**config.mk**
```make
export PLATFORM = sky130hd
export DESIGN_NAME = gate_scan_shifter
export DESIGN_NICKNAME = d
export VERILOG_FILES = /design/src/rtl/gss_pkg.sv /design/src/rtl/gss_chain.sv /design/src/rtl/gss_cascade.sv /design/src/rtl/gss_gate_mask.sv /design/src/rtl/gate_scan_shifter.sv
export SDC_FILE = /design/constraint.sdc
export NUM_CORES = 1
export LEC_CHECK = 0
export CORE_UTILIZATION = 40
export DETAILED_ROUTE_END_ITERATION = 7
export GPL_TIMING_DRIVEN = 0
export HOLD_SLACK_MARGIN = 0.05
export SYNTH_ARGS = -nofsm -noshare
export SYNTH_HDL_FRONTEND = slang
export SYNTH_HIERARCHICAL = 1
export SYNTH_SLANG_ARGS = --single-unit
```
**constraint.sdc**
```tcl
create_clock -name clk_i -period 0.89 [get_ports clk_i]
set_input_delay 0.178 -clock clk_i [delete_from_list [all_inputs] [get_ports clk_i]]
set_output_delay 0.178 -clock clk_i [all_outputs]
set_load 0.01 [all_outputs]
```
**src/rtl/gss_pkg.sv**
```systemverilog
package gss_pkg;
  function automatic bit gss_in_gap(int idx, int lo, int cnt);
    return (idx >= lo) && (idx < lo + cnt);
  endfunction
endpackage

```
**src/rtl/gss_chain.sv**
```systemverilog
module gss_chain #(
  parameter int N_LINES = 350,
  parameter int GAP_LO  = 170,
  parameter int GAP_CNT = 8
) (
  input  logic               clk_i,
  input  logic               rst_ni,
  input  logic               fwd_i,
  input  logic               full_i,
  input  logic               din_i,
  output logic [N_LINES-1:0] stage_o
);
  import gss_pkg::*;

  localparam int GAP_HI = GAP_LO + GAP_CNT - 1;
  localparam int BEFORE = GAP_LO - 1;
  localparam int AFTER  = GAP_HI + 1;

  logic [N_LINES-1:0] s_q, d_w;

  for (genvar i = 0; i < N_LINES; i++) begin : g_stage
    logic up_v, dn_v;
    if (i == 0)            assign up_v = din_i;
    else if (i == AFTER)   assign up_v = full_i ? s_q[i-1] : s_q[BEFORE];
    else                   assign up_v = s_q[i-1];

    if (i == N_LINES-1)    assign dn_v = din_i;
    else if (i == BEFORE)  assign dn_v = full_i ? s_q[i+1] : s_q[AFTER];
    else                   assign dn_v = s_q[i+1];

    if (gss_in_gap(i, GAP_LO, GAP_CNT)) begin : g_gap
      assign d_w[i] = full_i & (fwd_i ? up_v : dn_v);
    end else begin : g_norm
      assign d_w[i] = fwd_i ? up_v : dn_v;
    end
  end

  always_ff @(posedge clk_i or negedge rst_ni) begin
    if (!rst_ni) s_q <= '0;
    else         s_q <= d_w;
  end

  assign stage_o = s_q;

  a_r2_fwd_entry: assert property (@(posedge clk_i) disable iff (!rst_ni)
    fwd_i |=> s_q[0] == $past(din_i));
  a_r3_rev_entry: assert property (@(posedge clk_i) disable iff (!rst_ni)
    !fwd_i |=> s_q[N_LINES-1] == $past(din_i));
  a_r9_fwd_hop: assert property (@(posedge clk_i) disable iff (!rst_ni)
    fwd_i |=> s_q[N_LINES-1] == $past(s_q[N_LINES-2]));
  a_r9_rev_hop: assert property (@(posedge clk_i) disable iff (!rst_ni)
    !fwd_i |=> s_q[0] == $past(s_q[1]));
  a_r5_jump_fwd: assert property (@(posedge clk_i) disable iff (!rst_ni)
    (fwd_i && !full_i) |=> s_q[AFTER] == $past(s_q[BEFORE]));
  a_r5_jump_rev: assert property (@(posedge clk_i) disable iff (!rst_ni)
    (!fwd_i && !full_i) |=> s_q[BEFORE] == $past(s_q[AFTER]));
  a_r5_gap_clear: assert property (@(posedge clk_i) disable iff (!rst_ni)
    !full_i |=> s_q[GAP_HI:GAP_LO] == '0);
endmodule

```
**src/rtl/gss_cascade.sv**
```systemverilog
module gss_cascade (
  input  logic clk_i,
  input  logic rst_ni,
  input  logic last_i,
  output logic casc_o
);
  // falling-edge register: next device samples on its rising edge
  always_ff @(negedge clk_i or negedge rst_ni) begin
    if (!rst_ni) casc_o <= 1'b0;
    else         casc_o <= last_i;
  end

  a_r6_casc_load: assert property (@(negedge clk_i) disable iff (!rst_ni)
    casc_o == $past(last_i));
endmodule

```
**src/rtl/gss_gate_mask.sv**
```systemverilog
module gss_gate_mask #(
  parameter int N_LINES = 350,
  parameter int GAP_LO  = 170,
  parameter int GAP_CNT = 8
) (
  input  logic [N_LINES-1:0] stage_i,
  input  logic               mask_i,
  input  logic               full_i,
  output logic [N_LINES-1:0] gate_o
);
  import gss_pkg::*;

  for (genvar i = 0; i < N_LINES; i++) begin : g_line
    if (gss_in_gap(i, GAP_LO, GAP_CNT)) begin : g_gap
      assign gate_o[i] = ~mask_i & full_i & stage_i[i];
    end else begin : g_norm
      assign gate_o[i] = ~mask_i & stage_i[i];
    end
  end
endmodule

```
**src/rtl/gate_scan_shifter.sv**
```systemverilog
module gate_scan_shifter #(
  parameter int N_LINES   = 350,
  parameter int GAP_FIRST = 171,
  parameter int GAP_LINES = 8
) (
  input  logic               clk_i,
  input  logic               rst_ni,
  input  logic               dir_i,
  input  logic               full_i,
  input  logic               oe_mask_i,
  input  logic               pin_a_i,
  output logic               pin_a_o,
  output logic               pin_a_oe_o,
  input  logic               pin_b_i,
  output logic               pin_b_o,
  output logic               pin_b_oe_o,
  output logic [N_LINES-1:0] gate_o
);
  localparam int GAP_LO = GAP_FIRST - 1;

  logic [N_LINES-1:0] stage_w;
  logic din_w, last_w, casc_w;

  assign din_w  = dir_i ? pin_a_i : pin_b_i;
  assign last_w = dir_i ? stage_w[N_LINES-1] : stage_w[0];

  gss_chain #(.N_LINES(N_LINES), .GAP_LO(GAP_LO), .GAP_CNT(GAP_LINES)) u_chain (
    .clk_i  (clk_i),
    .rst_ni (rst_ni),
    .fwd_i  (dir_i),
    .full_i (full_i),
    .din_i  (din_w),
    .stage_o(stage_w)
  );

  gss_cascade u_casc (
    .clk_i (clk_i),
    .rst_ni(rst_ni),
    .last_i(last_w),
    .casc_o(casc_w)
  );

  gss_gate_mask #(.N_LINES(N_LINES), .GAP_LO(GAP_LO), .GAP_CNT(GAP_LINES)) u_mask (
    .stage_i(stage_w),
    .mask_i (oe_mask_i),
    .full_i (full_i),
    .gate_o (gate_o)
  );

  assign pin_a_oe_o = ~dir_i;
  assign pin_b_oe_o = dir_i;
  assign pin_a_o    = ~dir_i & casc_w;
  assign pin_b_o    = dir_i & casc_w;

  a_r4_pin_roles: assert property (@(posedge clk_i) disable iff (!rst_ni)
    dir_i ? (!pin_a_o && pin_b_oe_o && !pin_a_oe_o) : (!pin_b_o && pin_a_oe_o && !pin_b_oe_o));
  a_r7_mask_low: assert property (@(posedge clk_i) disable iff (!rst_ni)
    oe_mask_i |-> gate_o == '0);
endmodule

```
==> impl_metrics.csv, run 1 <==
group,metric,value,unit
worst_setup_path,r2r_start,"u_chain/stage_o[349]$_DFF_PN0_",
run_status,violations,"negative hold slack, negative setup slack",
worst_setup_path,cp-end-kind,"output port",
floorplanning,fp-row-count,76,
pwr,internal_power,31240,µW
global_routing,largest_net_degree_at_the_start_of_global_routing,112,
pwr,power_frac_comb,17.4,%
global_routing,grt_antenna_before_repair,0,
cells_and_area,antenna_cells_inserted,0,
worst_setup_path,required_time_reported_for_the_critical_path_endpoint,710,ps
global_routing,grt_first_pass_wirelength,73620,µm
min_path,holdCritPathClass,"primary input to async pin",
pwr,vdd_drop_max,1157,µV
clock_tree,tritoncts.num_buffers,40,
clock_tree,path_clk_slew,60,ps
cells_and_area,post_route_cells_drive_above_1_share,79.42,%
worst_setup_path,critPathLaunchType,"register",
clock_tree,htreeDepth,2,
worst_setup_path,critical_path_arrival,1790,ps
synth,ys_ff_latch,351,
place,io_buffers,359,
cells_and_area,areaGrowthSynthToFinish,71.52,%
floorplanning,die-height,211.5,µm
clock_tree,cts_tree,"yes",
route,finalWirelength,48120,µm
clock_tree,cts_max_path_buffers,3,
worst_setup_path,startpoint,"u_casc/casc_o$_DFF_NN0_",
synth,yosys_warnings,6,
timing,fin_tns_setup,-181520,ps
global_routing,first_global_vias,12570,
place,gp_routability_congestion,0.7687,
global_routing,globalRoute.totalOverflow,0,
synth,yosys.cell_types.count,21,
route,drt-initial-drc-count,406,
floorplanning,die-area,44740,µm²
place,post-dp-hpwl,29940,µm
worst_setup_path,criticalPathCategory,"register to output port",
worst_setup_path,critical_path_peak_fanout,2,
route,avgViaCountPerCell,4.527,
cells_and_area,nFillCells,3002,
pwr,swShare,24.71,%
pwr,seq_power_share,41.6,%
timing,slew-limit-headroom,61.52,%
pwr,power_per_cell_area,1378,nW/µm²
floorplanning,initial_utilization,40.68,%
route,routedWlPerCell,18.92,µm
pwr,p_sw,10250,µW
floorplanning,ios,361,
worst_setup_path,crit-reg2reg-capture,"u_casc/casc_o$_DFF_NN0_",
run,cap_violations,0,
cells_and_area,final_nets,1937,
route,drt_pass1_iterations,4,
synth,mapped_cell_area,17560,µm²
timing,finalHoldViolations,93,
pwr,design_power_total,41490,µW
worst_setup_path,r2r_setup_slack,-500,ps
clock_tree,clockRootBuffer,"clkbuf_16",
pwr,total_leakage_power,0.01429,µW
timing,clock_skew,20.34,ps
route,drtAntennaViolNets,0,
global_routing,groute.usage.overall,21.25,%
timing,fin_hold_ws,-451.5,ps
clock_tree,clock_sink_count,351,
route,vias,11510,
floorplanning,coreArea,43170,µm²
cells_and_area,postLayoutCoreUtil,69.77,%
timing,setup_repair_after_global_routing_missed_its_margin,"yes",
timing,timing_max_transition_violations_final,0,
floorplanning,die_x,211.5,µm
synth,ys_seq_area_share,50.02,%
synth,syn_avg_cell_area,15.30,µm²
synth,syn-num-nets,1155,
worst_setup_path,critPathCapture,"pin_a_o",
synth,syn_inst,1148,
run_status,outcome,"finished, violations left",
clock_tree,worstSkewPairLatency,560,ps
pwr,clkPwrFrac,41.0,%
timing,max_slew.worst_pin.slew,577.2,ps
route,route.detailed.drc,0,
timing,setup_viol,552,
timing,post-route-worst-setup-slack,-1076,ps
worst_setup_path,ff2ff_path_depth,2,
## cell families after synthesis
kind of cell | count (synthesis) | synth area share [%]
compound gates | 2 | 0.05695
buf+inv | 81 | 4.959
flops | 351 | 50.02
mux | 352 | 28.40
simple gates | 362 | 16.57
## cell type report
cell class | instances | area [µm²] | area share [%]
tap | 585 | 732.0 | 2.430
multi-input combinational | 716 | 9831 | 32.64
buffer | 80 | 1436 | 4.769
inverter | 1 | 3.754 | 0.01246
clock buffer | 57 | 1166 | 3.872
clock inverter | 13 | 172.7 | 0.5733
sequential | 351 | 8787 | 29.17
timing repair buffer | 740 | 7991 | 26.53
## critical path: stages (launching register included)
cell	delay, ps
dfrtn_1	370
buf_6	130
and2b_2	180
buf_6	110
## flip-flops by register name, summed over array words and instances (netlist names)
name             cells
u_chain/stage_o    350
u_casc/casc_o        1
## metrics by stage
stage | instances | setup slack, ps | area, µm² | hold WS, ps
4_1_cts | 2490 | -1102 | 28490 | -483.4
5_1_grt | 2543 | -1127 | 30120 | -445.4
2_1_floorplan | 1148 | -322.5 | 19720 | -117.6
6_report | 2543 | -1076 | 30120 | -451.5
3_5_place_dp | 2095 | -1108 | 24130 | 125.5
3_3_place_gp | 2092 | -16040 | 24040 | 516.4
## cell usage in the layout, fill, tap and decap left out
| cell type | netlist | layout |
|---|---|---|
| nand2_1 | 1 | 1 |
| and2_4 | 0 | 1 |
| nor2b_1 | 100 | 22 |
| a21oi_2 | 0 | 1 |
| dlygate4sd2_1 | 0 | 2 |
| clkbuf_8 | 0 | 8 |
| nor2_4 | 0 | 1 |
| inv_1 | 1 | 1 |
| mux2_4 | 276 | 295 |
| o21ai_0 | 1 | 1 |
| buf_2 | 11 | 20 |
| clkinv_2 | 0 | 7 |
| dfrtn_1 | 1 | 1 |
| buf_12 | 1 | 65 |
| nor2b_4 | 0 | 328 |
| dfrtp_1 | 350 | 347 |
| buf_8 | 11 | 3 |
| buf_6 | 54 | 639 |
| inv_6 | 0 | 2 |
| bufinv_16 | 0 | 4 |
| clkbuf_16 | 0 | 42 |
| mux2i_2 | 0 | 1 |
| mux2i_1 | 10 | 9 |
| clkbuf_1 | 0 | 8 |
| clkdlybuf4s50_1 | 0 | 3 |
| buf_16 | 0 | 3 |
| buf_4 | 2 | 84 |
| and2b_2 | 1 | 1 |
| mux2_2 | 66 | 47 |
| and3b_1 | 8 | 8 |
| dfrtp_2 | 0 | 3 |
## layer usage
layer	wire [µm]	vias up	GRT usage, %	part of all wire, %
li1	-	5380	-	-
met1	20960	5829	28.01	44
met2	23000	237	33.87	48
met3	3075	67	6.290	6.4
met4	1084	0	5.847	2.3
met5	0	-	0	0
## cell usage after synthesis (all sizes together)
master,count,area share (%)
inv,1,0.021
o21ai,1,0.028
and2,1,0.043
nor2b,350,16
a21oi,1,0.028
mux2i,10,0.57
dfrtn,1,0.14
mux2,342,28
dfrtp,350,50
and2b,1,0.050
nand2,1,0.021
nor2,1,0.021
buf,80,4.9
and3b,8,0.40
## power groups by stage
| stage | Sequential [µW] | Clock, µW | Combinational, µW |
|---|---|---|---|
| final | 17200 | 17000 | 7230 |
| after global routing | 17300 | 18200 | 7680 |
| after CTS | 17100 | 17500 | 6650 |
| after detailed placement | 17600 | 0 | 5180 |
| after global placement | 17700 | 0 | 4980 |
| after floorplan | 17300 | 0 | 3590 |
## worst min-delay path by stage
stage | start | endpoint | slack (ps) | depth (start not counted)
finish | rst_ni | u_chain/stage_o[65]$_DFF_PN0_ | -450 | 1
detailed placement | rst_ni | u_chain/stage_o[65]$_DFF_PN0_ | 130 | 1
CTS | rst_ni | u_chain/stage_o[65]$_DFF_PN0_ | -480 | 1
floorplan | rst_ni | u_chain/stage_o[0]$_DFF_PN0_ | -120 | 0
global placement | u_chain/stage_o[346]$_DFF_PN0_ | u_chain/stage_o[347]$_DFF_PN0_ | 520 | 1
global route | rst_ni | u_chain/stage_o[65]$_DFF_PN0_ | -450 | 1
## timing repair
action	4_1_cts	5_1_grt
setup endpoints to repair	756	775
gates cloned	0	1
endpoints found under the hold margin	99	79
gates resized for setup	1901	338
pin swaps	1	2
setup buffers	325	136
No activity file was read; power rests on OpenSTA's default activity.
==> inputs of run 2 (changes only) <==
- SLEW_MARGIN: unset -> 20
- clock period: 0.89 -> 2.07 ns (I/O delays scaled with it)
==> impl_metrics.csv, run 2 (synthesis results as in run 1) <==
group,metric,value,unit
run_status,outcome,"finished, violations left",
run_status,violations,"negative hold slack, negative setup slack",
route,dr.max_layer_used,"met4",
cells_and_area,areaGrowthSynthToFinish,34.61,%
cells_and_area,most-common-layout-cells,"dfrtp_1, mux2_4, nor2b_2",
run,cap_violations,0,
route,drtAntennaViolNets,0,
worst_setup_path,cp-end-kind,"output port",
timing,setup_viol,2,
floorplanning,die-area,44740,µm²
timing,post-route-worst-setup-slack,-617.1,ps
floorplanning,coreArea,43170,µm²
route,dr_wl_met2,19650,µm
clock_tree,clockRootBuffer,"clkbuf_16",
cells_and_area,antenna_cells_inserted,0,
worst_setup_path,required_time_reported_for_the_critical_path_endpoint,1660,ps
worst_setup_path,criticalPathCategory,"register to output port",
timing,clock_skew,8.713,ps
min_path,holdCritPathClass,"primary input to async pin",
worst_setup_path,crit_path_top_delay_cell,"dfrtn_1",
cells_and_area,postLayoutCoreUtil,54.76,%
clock_tree,cts_max_path_buffers,3,
cells_and_area,layout.cells.most_common,"dfrtp_1",
worst_setup_path,critPathLaunchType,"register",
pwr,design_power_total,16280,µW
clock_tree,path_clk_slew,50,ps
timing,fin_tns_setup,-1232,ps
pwr,vdd_drop_max,488.8,µV
route,route.detailed.drc,0,
cells_and_area,final_design_area_no_fill,23640,µm²
cells_and_area,largest_reg_flops,350,
route,routedWlPerCell,18.97,µm
route,drt-initial-drc-count,410,
worst_setup_path,largest_delay_contributor_family_on_the_critical_path,"flip-flops",
place,post-dp-hpwl,29550,µm
global_routing,largest_net_degree_at_the_start_of_global_routing,98,
route,detail_route.wirelength.met1,19040,µm
floorplanning,ios,361,
timing,slew-limit-headroom,58.14,%
clock_tree,clock_sink_count,351,
cells_and_area,final_nets,1609,
floorplanning,die_x,211.5,µm
cells_and_area,nFillCells,3810,
timing,finalHoldViolations,76,
route,drt_pass1_iterations,4,
floorplanning,die-height,211.5,µm
timing,max_slew.worst_pin.slew,627.9,ps
clock_tree,cts_tree,"yes",
global_routing,globalRoute.totalOverflow,0,
floorplanning,fp-row-count,76,
global_routing,grt_first_pass_wirelength,64880,µm
clock_tree,htreeDepth,2,
cells_and_area,post_route_cells_drive_above_1_share,48.55,%
worst_setup_path,critical_path_arrival,2270,ps
place,io_buffers,359,
worst_setup_path,worst_path_largest_cell_delay,440,ps
worst_setup_path,cell_chain_critical_path,"and2b_2, buf_6",
clock_tree,worstSkewPairLatency,540,ps
global_routing,grt_antenna_before_repair,0,
place,gp_routability_congestion,0.7843,
place,placed_cell_area,21970,µm²
worst_setup_path,critical_path_peak_fanout,2,
route,avgViaCountPerCell,4.586,
pwr,power_per_cell_area,688.8,nW/µm²
timing,fin_hold_ws,-153.8,ps
route,vias,10140,
clock_tree,tritoncts.num_buffers,41,
route,finalWirelength,41930,µm
floorplanning,initial_utilization,40.68,%
worst_setup_path,critical_path_buf_inv_count,1,
timing,setup_repair_after_global_routing_missed_its_margin,"yes",
timing,timing_max_transition_violations_final,0,
global_routing,groute.usage.overall,18.80,%
pwr,total_leakage_power,0.01345,µW
global_routing,first_global_vias,10940,
route,route.met3.wl,2169,µm
## run 2: timing repair
item                                    in CTS  in global routing
resized for setup                          194                 90
hold endpoints to repair                    76                 76
pin swaps                                    0                  0
buffers inserted                            24                 25
endpoints found under the setup margin     202                110
gates cloned                                 0                  0
## run 2: per-layer routing
metal	vias up	track usage (%)
met1	5157	25.48
li1	4711	-
met4	0	6.347
met5	-	0
met2	206	29.64
met3	61	4.243
## run 2: area by class of cell
type,count,area [µm²],area share [%]
Tap cell,585,732.0,3.096
Sequential cell,351,8786,37.17
Clock buffer,58,1170,4.949
Clock inverter,8,117.6,0.4975
Timing Repair Buffer,411,4051,17.14
Buffer,80,867.1,3.668
Inverter,1,3.754,0.01588
Multi-Input combinational cell,716,7911,33.47
## run 2: final timing paths
path | startpoint | endpoint | slack (ps) | cells past startpoint
max | u_casc/casc_o$_DFF_NN0_ | pin_a_o | -620 | 2
min | rst_ni | u_chain/stage_o[321]$_DFF_PN0_ | -150 | 1
max reg2reg | u_chain/stage_o[0]$_DFF_PN0_ | u_casc/casc_o$_DFF_NN0_ | 50 | 2
min reg2reg | u_chain/stage_o[325]$_DFF_PN0_ | u_chain/stage_o[326]$_DFF_PN0_ | 520 | 1
max in group asynchronous | rst_ni | u_casc/casc_o$_DFF_NN0_ | 440 | 2
min in group clk_i | u_chain/stage_o[325]$_DFF_PN0_ | u_chain/stage_o[326]$_DFF_PN0_ | 520 | 1
## run 2: stage by stage
stage               cells  setup slack [ps]
floorplan            1148             93.40
global placement     2092            -15560
detailed placement   2095            -603.5
CTS                  2185            -680.4
global route         2210            -660.4
finish               2210            -617.1
## run 2: power breakdown
part           switching (µW)  internal (µW)
Sequential                260           7160
Clock                    2760           4270
Combinational             854            989
==> inputs of run 3 (changes only) <==
- PLACE_DENSITY: unset -> 0.67
==> impl_metrics.csv, run 3 (synthesis results as in run 1) <==
group,metric,value,unit
clock_tree,path_clk_slew,60,ps
run_status,outcome,"finished, violations left",
route,drt-initial-drc-count,386,
global_routing,largest_net_degree_at_the_start_of_global_routing,103,
timing,slew-limit-headroom,63.54,%
pwr,clkPwrFrac,43.0,%
worst_setup_path,r2r_setup_slack,80,ps
pwr,seq_power_share,45.6,%
worst_setup_path,r2r_start,"u_chain/stage_o[0]$_DFF_PN0_",
global_routing,gr-usage-met2,30.08,%
run_status,violations,"negative setup slack",
floorplanning,fp-row-count,76,
pwr,vdd_drop_max,506.3,µV
route,drtAntennaViolNets,0,
timing,fin_tns_setup,-1325,ps
timing,setup_viol,3,
route,drt_pass1_iterations,4,
cells_and_area,final-instance-count-excl-fill,2218,
global_routing,groute.usage.overall,18.81,%
pwr,total_leakage_power,0.01368,µW
route,finalWirelength,42020,µm
worst_setup_path,critical_path_peak_fanout,2,
clock_tree,tritoncts.num_buffers,39,
clock_tree,clock_sink_count,351,
timing,clock_skew,6.648,ps
clock_tree,clockRootBuffer,"clkbuf_16",
floorplanning,coreArea,43170,µm²
worst_setup_path,critical_path_arrival,2290,ps
cells_and_area,largest_reg_flops,350,
run,cap_violations,0,
floorplanning,die_x,211.5,µm
timing,finalHoldViolations,0,
cells_and_area,post_route_cells_drive_above_1_share,48.62,%
place,gp_routability_congestion,0.7984,
route,route.detailed.drc,0,
global_routing,grtUsageMet1,24.99,%
pwr,p_sw,3891,µW
floorplanning,initial_utilization,40.68,%
cells_and_area,most-common-layout-cells,"dfrtp_1, mux2_4, nor2b_2",
timing,max_slew.worst_pin.slew,546.8,ps
place,post-dp-hpwl,29340,µm
worst_setup_path,criticalPathCategory,"register to output port",
floorplanning,die-area,44740,µm²
min_path,holdCritPathClass,"primary input to async pin",
global_routing,grt_antenna_before_repair,0,
clock_tree,htreeDepth,2,
worst_setup_path,ff2ff_path_depth,2,
global_routing,globalRoute.busiestLayer,"met2",
timing,timing_max_transition_violations_final,0,
worst_setup_path,critPathLaunchType,"register",
route,avgViaCountPerCell,4.625,
route,routedWlPerCell,18.94,µm
cells_and_area,areaGrowthSynthToFinish,35.05,%
timing,fin_hold_ws,501.2,ps
clock_tree,worstSkewPairLatency,540,ps
place,io_buffers,359,
clock_tree,cts_tree,"yes",
global_routing,first_global_vias,10960,
clock_tree,cts_max_path_buffers,3,
worst_setup_path,cp-end-kind,"output port",
cells_and_area,layout.cells.most_common,"dfrtp_1",
route,vias,10260,
timing,setup_repair_after_global_routing_missed_its_margin,"yes",
floorplanning,die-height,211.5,µm
place,placed_cell_area,21970,µm²
cells_and_area,final_nets,1614,
pwr,swShare,23.94,%
timing,post-route-worst-setup-slack,-636.2,ps
global_routing,globalRoute.totalOverflow,0,
pwr,power_per_cell_area,685.3,nW/µm²
pwr,power_frac_comb,11.3,%
floorplanning,ios,361,
cells_and_area,nFillCells,3764,
cells_and_area,final_design_area_no_fill,23720,µm²
cells_and_area,antenna_cells_inserted,0,
place,place.detailed.instances,2095,
global_routing,grt_first_pass_wirelength,64830,µm
global_routing,globalRouteMet3Util,3.798,%
worst_setup_path,crit-reg2reg-capture,"u_casc/casc_o$_DFF_NN0_",
worst_setup_path,required_time_reported_for_the_critical_path_endpoint,1660,ps
pwr,internal_power,12360,µW
[run 3: final cells by class]
class,instances,area (µm²),share of cell area (%)
buffer,80,870.8,3.672
timing repair buffer,418,4125,17.39
tap,585,732.0,3.086
clock buffer,62,1205,5.081
multi-input combinational,716,7919,33.39
sequential,351,8785,37.04
inverter,1,3.754,0.01583
clock inverter,5,75.07,0.3166
[run 3: critical path, stage by stage (launching register included)]
cell	delay [ps]
dfrtn_1	450
and2_2	170
buf_6	100
[run 3: worst max path at each step]
| stage | startpoint | end | slack [ps] | cells after the start |
|---|---|---|---|---|
| 2_1_floorplan | u_casc/casc_o$_DFF_NN0_ | pin_a_o | 90 | 1 |
| 3_3_place_gp | rst_ni | u_casc/casc_o$_DFF_NN0_ | -15360 | 1 |
| 3_5_place_dp | dir_i | u_casc/casc_o$_DFF_NN0_ | -610 | 2 |
| 4_1_cts | u_casc/casc_o$_DFF_NN0_ | pin_b_o | -680 | 2 |
| 5_1_grt | u_casc/casc_o$_DFF_NN0_ | pin_b_o | -670 | 2 |
| 6_report | u_casc/casc_o$_DFF_NN0_ | pin_b_o | -640 | 2 |
[run 3: power groups by stage]
stage	Combinational, µW	Sequential [µW]	Clock [µW]
after floorplan	1190	7420	0
after global placement	1810	7570	0
after detailed placement	1850	7570	0
after CTS	1880	7430	7210
after global routing	1980	7470	7450
final	1840	7420	6990
[run 3: timing repair]
item | CTS | global route
hold buffers | 2 | 0
endpoints found under the hold margin | 55 | 0
resized for setup | 208 | 97
setup buffers | 44 | 10
setup endpoints to repair | 233 | 106
cloned | 0 | 0
[run 3: metrics by stage]
stage               power, µW  utilization [%]  worst slack (ps)
finish                  16250            54.93            -636.2
CTS                     16510            54.19            -678.9
detailed placement       9422            50.90            -607.1
global route            16900            54.93            -668.4
global placement         9385            50.70            -15360
floorplan                8606                -             93.40
[run 3: per-layer routing]
| layer | part of all wire (%) | wire (µm) | vias up |
|---|---|---|---|
| li1 | - | - | 4724 |
| met1 | 45 | 18800 | 5252 |
| met2 | 47 | 19870 | 216 |
| met3 | 4.9 | 2038 | 67 |
| met4 | 3.1 | 1309 | 0 |
| met5 | 0 | 0 | - |
